===== src/rtl/seq_pkg.sv =====
package seq_pkg;

    localparam int NUM_T   = 6;
    localparam int OPC_W   = 4;
    localparam int CW_W    = 12;

    // ring positions (bit index in one-hot vector)
    localparam int T1_IX = 0;
    localparam int T2_IX = 1;
    localparam int T3_IX = 2;
    localparam int T4_IX = 3;
    localparam int T5_IX = 4;
    localparam int T6_IX = 5;

    localparam logic [OPC_W-1:0] OP_LOAD = 4'h0;
    localparam logic [OPC_W-1:0] OP_ADD  = 4'h1;
    localparam logic [OPC_W-1:0] OP_SUB  = 4'h2;
    localparam logic [OPC_W-1:0] OP_OUT  = 4'hE;
    localparam logic [OPC_W-1:0] OP_HALT = 4'hF;

    typedef struct packed {
        logic pc_inc;
        logic pc_drv;
        logic mar_ld_n;
        logic ram_drv_n;
        logic ir_ld_n;
        logic ir_drv_n;
        logic acc_ld_n;
        logic acc_drv;
        logic alu_sub;
        logic alu_drv;
        logic b_ld_n;
        logic out_ld_n;
    } cword_t;

    localparam cword_t CW_IDLE = '{
        pc_inc: 1'b0, pc_drv: 1'b0, mar_ld_n: 1'b1, ram_drv_n: 1'b1,
        ir_ld_n: 1'b1, ir_drv_n: 1'b1, acc_ld_n: 1'b1, acc_drv: 1'b0,
        alu_sub: 1'b0, alu_drv: 1'b0, b_ld_n: 1'b1, out_ld_n: 1'b1
    };

endpackage


===== src/rtl/seq_state_ring.sv =====
module seq_state_ring
    import seq_pkg::*;
#(
    parameter int N = NUM_T
) (
    input  logic         clk,
    input  logic         clr,
    input  logic         halt_req,
    output logic [N-1:0] state,
    output logic         halted
);

    typedef struct packed {
        logic [N-1:0] ring;
        logic         halt;
    } ring_regs_t;

    ring_regs_t r_d, r_q;

    always_comb begin
        r_d      = r_q;
        r_d.halt = r_q.halt | halt_req;
        if (!r_d.halt) begin
            r_d.ring = {r_q.ring[N-2:0], r_q.ring[N-1]};
        end
    end

    always_ff @(posedge clk or posedge clr) begin
        if (clr) begin
            r_q.ring <= N'(1);
            r_q.halt <= 1'b0;
        end else begin
            r_q <= r_d;
        end
    end

    assign state  = r_q.ring;
    assign halted = r_q.halt;


    ring_onehot_chk: assert property (@(posedge clk) disable iff (clr)
        $countones(state) == 1);


    ring_step_chk: assert property (@(posedge clk) disable iff (clr)
        (!halted && !halt_req) |=> (state == {$past(state[N-2:0]), $past(state[N-1])}));


    halt_freeze_chk: assert property (@(posedge clk) disable iff (clr)
        halted |=> (halted && $stable(state)));


    halt_cause_chk: assert property (@(posedge clk) disable iff (clr)
        $rose(halted) |-> $past(halt_req));

endmodule


===== src/rtl/seq_word_decode.sv =====
module seq_word_decode
    import seq_pkg::*;
(
    input  logic [NUM_T-1:0] state,
    input  logic [OPC_W-1:0] opcode,
    input  logic             halted,
    output cword_t           word,
    output logic             halt_req
);

    logic is_load, is_add, is_sub, is_out, is_halt, is_arith;

    always_comb begin
        is_load  = (opcode == OP_LOAD);
        is_add   = (opcode == OP_ADD);
        is_sub   = (opcode == OP_SUB);
        is_out   = (opcode == OP_OUT);
        is_halt  = (opcode == OP_HALT);
        is_arith = is_add | is_sub;
    end

    always_comb begin
        word     = CW_IDLE;
        halt_req = 1'b0;
        if (halted) begin
            word = CW_IDLE;
        end else if (state[T1_IX]) begin
            word.pc_drv   = 1'b1;
            word.mar_ld_n = 1'b0;
        end else if (state[T2_IX]) begin
            word.pc_inc = 1'b1;
        end else if (state[T3_IX]) begin
            word.ram_drv_n = 1'b0;
            word.ir_ld_n   = 1'b0;
        end else if (state[T4_IX]) begin
            if (is_load | is_arith) begin
                word.ir_drv_n = 1'b0;
                word.mar_ld_n = 1'b0;
            end else if (is_out) begin
                word.acc_drv  = 1'b1;
                word.out_ld_n = 1'b0;
            end else if (is_halt) begin
                halt_req = 1'b1;
            end
        end else if (state[T5_IX]) begin
            if (is_load) begin
                word.ram_drv_n = 1'b0;
                word.acc_ld_n  = 1'b0;
            end else if (is_arith) begin
                word.ram_drv_n = 1'b0;
                word.b_ld_n    = 1'b0;
            end
        end else if (state[T6_IX]) begin
            if (is_arith) begin
                word.alu_drv  = 1'b1;
                word.alu_sub  = is_sub;
                word.acc_ld_n = 1'b0;
            end
        end
    end

endmodule


===== src/rtl/seq_ctrl_unit.sv =====
module seq_ctrl_unit
    import seq_pkg::*;
(
    input  logic                  clk,
    input  logic                  clr,
    input  logic [OPC_W-1:0]      opcode,
    output logic [CW_W-1:0]       ctrl,
    output logic [NUM_T-1:0]      tstate,
    output logic                  halted
);

    cword_t           word;
    logic             halt_req;
    logic [NUM_T-1:0] ring;
    logic             halt_flag;

    seq_state_ring #(.N(NUM_T)) ring_i (
        .clk      (clk),
        .clr      (clr),
        .halt_req (halt_req),
        .state    (ring),
        .halted   (halt_flag)
    );

    seq_word_decode decode_i (
        .state    (ring),
        .opcode   (opcode),
        .halted   (halt_flag),
        .word     (word),
        .halt_req (halt_req)
    );

    assign ctrl   = word;
    assign tstate = ring;
    assign halted = halt_flag;

    logic [4:0] bus_drivers;
    assign bus_drivers = {word.pc_drv, ~word.ram_drv_n, ~word.ir_drv_n,
                          word.acc_drv, word.alu_drv};


    one_driver_chk: assert property (@(posedge clk) disable iff (clr)
        $countones(bus_drivers) <= 1);


    fetch_t1_chk: assert property (@(posedge clk) disable iff (clr)
        (tstate[T1_IX] && !halted) |-> (ctrl == 12'h5E3));


    fetch_t3_chk: assert property (@(posedge clk) disable iff (clr)
        (tstate[T3_IX] && !halted) |-> (ctrl == 12'h263));


    halted_idle_chk: assert property (@(posedge clk) disable iff (clr)
        halted |-> (ctrl == 12'h3E3 && tstate[T4_IX]));

endmodule


===== config.mk =====
export PLATFORM = sky130hd
export DESIGN_NAME = seq_ctrl_unit
export DESIGN_NICKNAME = d
export VERILOG_FILES = /design/src/rtl/seq_pkg.sv /design/src/rtl/seq_state_ring.sv /design/src/rtl/seq_word_decode.sv /design/src/rtl/seq_ctrl_unit.sv
export SDC_FILE = /design/constraint.sdc
export NUM_CORES = 1
export LEC_CHECK = 0
export BUFFER_PORTS_ARGS = -buffer_cell sky130_fd_sc_hd__buf_4
export CAP_MARGIN = 40
export CORE_MARGIN = 4
export CORE_UTILIZATION = 38
export CTS_BUF_LIST = sky130_fd_sc_hd__clkbuf_8 sky130_fd_sc_hd__clkbuf_16
export DETAILED_ROUTE_END_ITERATION = 8
export GPL_ROUTABILITY_DRIVEN = 0
export PLACE_DENSITY_LB_ADDON = 0.05
export SYNTH_ARGS = -nofsm -noshare
export SYNTH_HDL_FRONTEND = slang
export SYNTH_SLANG_ARGS = --single-unit

===== constraint.sdc =====
create_clock -name clk -period 1.5 [get_ports clk]
set_input_delay 0.15 -clock clk [delete_from_list [all_inputs] [get_ports clk]]
set_output_delay 0.15 -clock clk [all_outputs]
set_load 0.005 [all_outputs]

==> flow_summary_export.csv <==
group,metric,value,unit
route,vias,561,
timing,fin_skew,3.164,ps
pwr,powerDensity,1889,mW/mm2
finish,multi_input_area,359.1,um2
route,routedWlPerCell,13.23,um
finish,fin_util,0.7532,
finish,net_count_reported_at_finish,100,
timing,timing_hold_violations_final,0,
synthesis,syn-num-nets,61,
finish,layout-drive-gt1-share,0.5806,
grt,grt_max_degree,14,
clock_network,clock_insertion_delay_worst_skew,230,ps
timing,maxClockFrequency,668.0,MHz
synthesis,netlist.top_cell.by_area,"sky130_fd_sc_hd__dfrtp_1",
die,overall_die_height,44.38,um
die,die_width,44.38,um
grt,grt_pass1_wl,2.359,mm
finish,seqCellArea,180.2,um2
synthesis,synth_area_per_cell,9.145,um2
worst_setup_path,critical_path.reg2reg.endpoint,"ring_i.state[5]$_DFFE_PP0N_",
grt,number_of_global_route_vias_before_repair,534,
synthesis,synthesis.instances,55,
timing,slew-limit-headroom,0.7783,
timing,transition_time_at_the_pin_with_the_least_slew_margin,330.6,ps
finish,layout.filler_cells,87,
run_status,status,"completed",
route,detail_route.drc_violations,0,
route,drt_initial_violations,6,
worst_hold_path,min_delay_worst_type,"input port to async pin",
worst_setup_path,regToRegSetupSlack,110,ps
finish,post_layout_nonfiller_instances,107,
grt,number_of_antenna_violations_at_the_first_check_in_global_routing,0,
clock_network,cts_htree_levels,1,
grt,global_route_usage_over_all_layers,0.1692,
timing,setup_viol_count_final,0,
placed_design,placement.cell_area,742.0,um2
pwr,static-leakage-power,0.4143,nW
route,dr.pass1.iters,3,
timing,timing.final.crit_period,1497,ps
worst_setup_path,crit_fanout,3,
worst_setup_path,r2r-start,"ring_i.state[0]$_DFFE_PP1N_",
worst_setup_path,setup.worst_path.start_class,"flop",
synthesis,distinct_cell_type_count_after_synthesis,33,
clock_network,tritoncts,"yes",
grt,use_met3,0.06098,
worst_setup_path,r2r_cells,3,
synthesis,synth-async-reset-ratio,1.000,
synthesis,yosys_warnings,0,
placed_design,portBuffers,24,
finish,num_antenna_cells,0,
die,initial_cell_density_of_the_core,0.4295,
finish,postLayoutCellArea,882.1,um2
grt,grt_overflow,0,
worst_setup_path,critPathCaptureType,"output pin",
timing,maxSlewViolCount,0,
die,io_pins,25,
clock_network,cts_inserted_buffers,3,
route,drt-vias-per-instance,5.243,
clock_network,cts.path.max_buffers,2,
die,dieArea,0.001970,mm2
worst_setup_path,cp.arrival,1350,ps
placed_design,placedCellCount,98,
worst_setup_path,timing.setup.critical_path_class,"flop to output pin",
grt,met2_usage,0.2703,
worst_setup_path,critPathRequiredTime,1350,ps
synthesis,synth-seq-cells,7,
die,rows,12,
synthesis,netlist_area,503.0,um2
placed_design,place.detailed.hpwl,1.059,mm
die,core_area,0.001171,mm2
timing,layout_worst_path_cycle_share,0.9980,
synthesis,postSynth.topFlopCell,"sky130_fd_sc_hd__dfrtp_1",
grt,globalRoute.busiestLayer,"met2",
route,wl,1.416,mm
synthesis,yosys.area.top_type_share,0.2985,
route,postRouteAntennaNets,0,
synthesis,synth_edf_count,0,
synthesis,yosys-top-cells-area,"sky130_fd_sc_hd__dfrtp_1, sky130_fd_sc_hd__dfstp_2, sky130_fd_sc_hd__nand2_1",
synthesis,netlist_top_cells_count,"sky130_fd_sc_hd__dfrtp_1, sky130_fd_sc_hd__nand2_1, sky130_fd_sc_hd__inv_1, sky130_fd_sc_hd__nor3_1, sky130_fd_sc_hd__nor2_1",
pwr,vdd_drop_max,1138,uV
finish,syn_to_final_growth,75.37,%
job,maxCapViolations,0,
clock_network,clkTransAtPathRegs,40,ps
clock_network,clockRootBuffer,"sky130_fd_sc_hd__clkbuf_8",
timing,grt_setup_unrepaired,"yes",
synthesis,seq_area_frac_synth,0.3507,
clock_network,clkSinkCount,7,
grt,gr-usage-met1,0.1960,
where the power goes:
group | leakage [nW] | switching [mW] | total [mW] | internal (mW)
sequential | 0.0819 | 0.132 | 0.429 | 0.297
combinational | 0.306 | 0.410 | 0.980 | 0.570
clock | 0.0269 | 0.0814 | 0.258 | 0.177
placed cells by master, fill, tap and decap left out, drive strengths merged, types with 2 or more instances in the layout:
cell    instances
nor2            3
dfrtp           6
nor3            4
inv             5
and3b           2
o21ai           3
nand2           6
nand4           2
and2            2
buf            34
nor2b           2
clkbuf          3
per-layer routing:
| metal | part of all wire | routed length (um) |
|---|---|---|
| met4 | 0.024 | 34 |
| met5 | 0 | 0 |
| met2 | 0.47 | 660 |
| met3 | 0.069 | 97 |
| met1 | 0.44 | 624 |
registers in the layout (all words and copies together) (netlist names):
register / cells
ring_i.halted: 1
ring_i.state: 6
worst max-delay path by stage:
stage / startpoint / slack [ps] / to / cells past startpoint
floorplan: ring_i.state[0]$_DFFE_PP1N_ / 80 / ring_i.state[5]$_DFFE_PP0N_ / 3
global placement: ring_i.state[3]$_DFFE_PP0N_ / 90 / ctrl[3] / 4
detailed placement: ring_i.state[3]$_DFFE_PP0N_ / 90 / ctrl[3] / 4
CTS: ring_i.state[2]$_DFFE_PP0N_ / -1 / ctrl[3] / 4
global route: ring_i.state[3]$_DFFE_PP0N_ / -70 / ctrl[3] / 4
finish: ring_i.state[1]$_DFFE_PP0N_ / 3 / ctrl[4] / 4
layout make-up:
type / count / share of cell area
Inverter: 4 / 0.01702
Timing Repair Buffer: 35 / 0.3007
Multi-Input combinational cell: 43 / 0.4071
Sequential cell: 7 / 0.2043
Clock buffer: 3 / 0.04681
Clock inverter: 1 / 0.004255
Tap cell: 14 / 0.01986
worst max-delay path, cell delays in order, from the launching register on:
cell	delay [ps]
sky130_fd_sc_hd__dfrtp_2	440
sky130_fd_sc_hd__nor3b_4	230
sky130_fd_sc_hd__and2_4	180
sky130_fd_sc_hd__and4_1	160
sky130_fd_sc_hd__buf_4	100
through the flow:
step	TNS, ps	setup slack [ps]	power, mW	hold WS, ps
2_1_floorplan	0	83.63	0.8004	-47.33
3_3_place_gp	0	89.13	1.241	96.64
3_5_place_dp	0	91.39	1.255	98.87
4_1_cts	-1.030	-1.030	1.624	419.9
5_1_grt	-197.2	-69.39	1.807	447.7
6_report	0	3.008	1.667	411.8
cells by family after synthesis:
family,count (synthesis),synth area share
XOR/XNOR,1,0.01742
multiplexers,1,0.02984
AO/OA/AOI/OAI,11,0.1816
buffers and inverters,5,0.03730
flip-flops,7,0.3507
AND/OR/NAND/NOR,30,0.3831
timing repair:
action | 4_1_cts | 5_1_grt
hold endpoints to repair | 6 | 0
resized for setup | 7 | 7
setup buffers | 4 | 0
hold buffers | 1 | 0
pin swaps | 5 | 7
endpoints found under the setup margin | 7 | 9
Power figures use the tool's default switching activity.
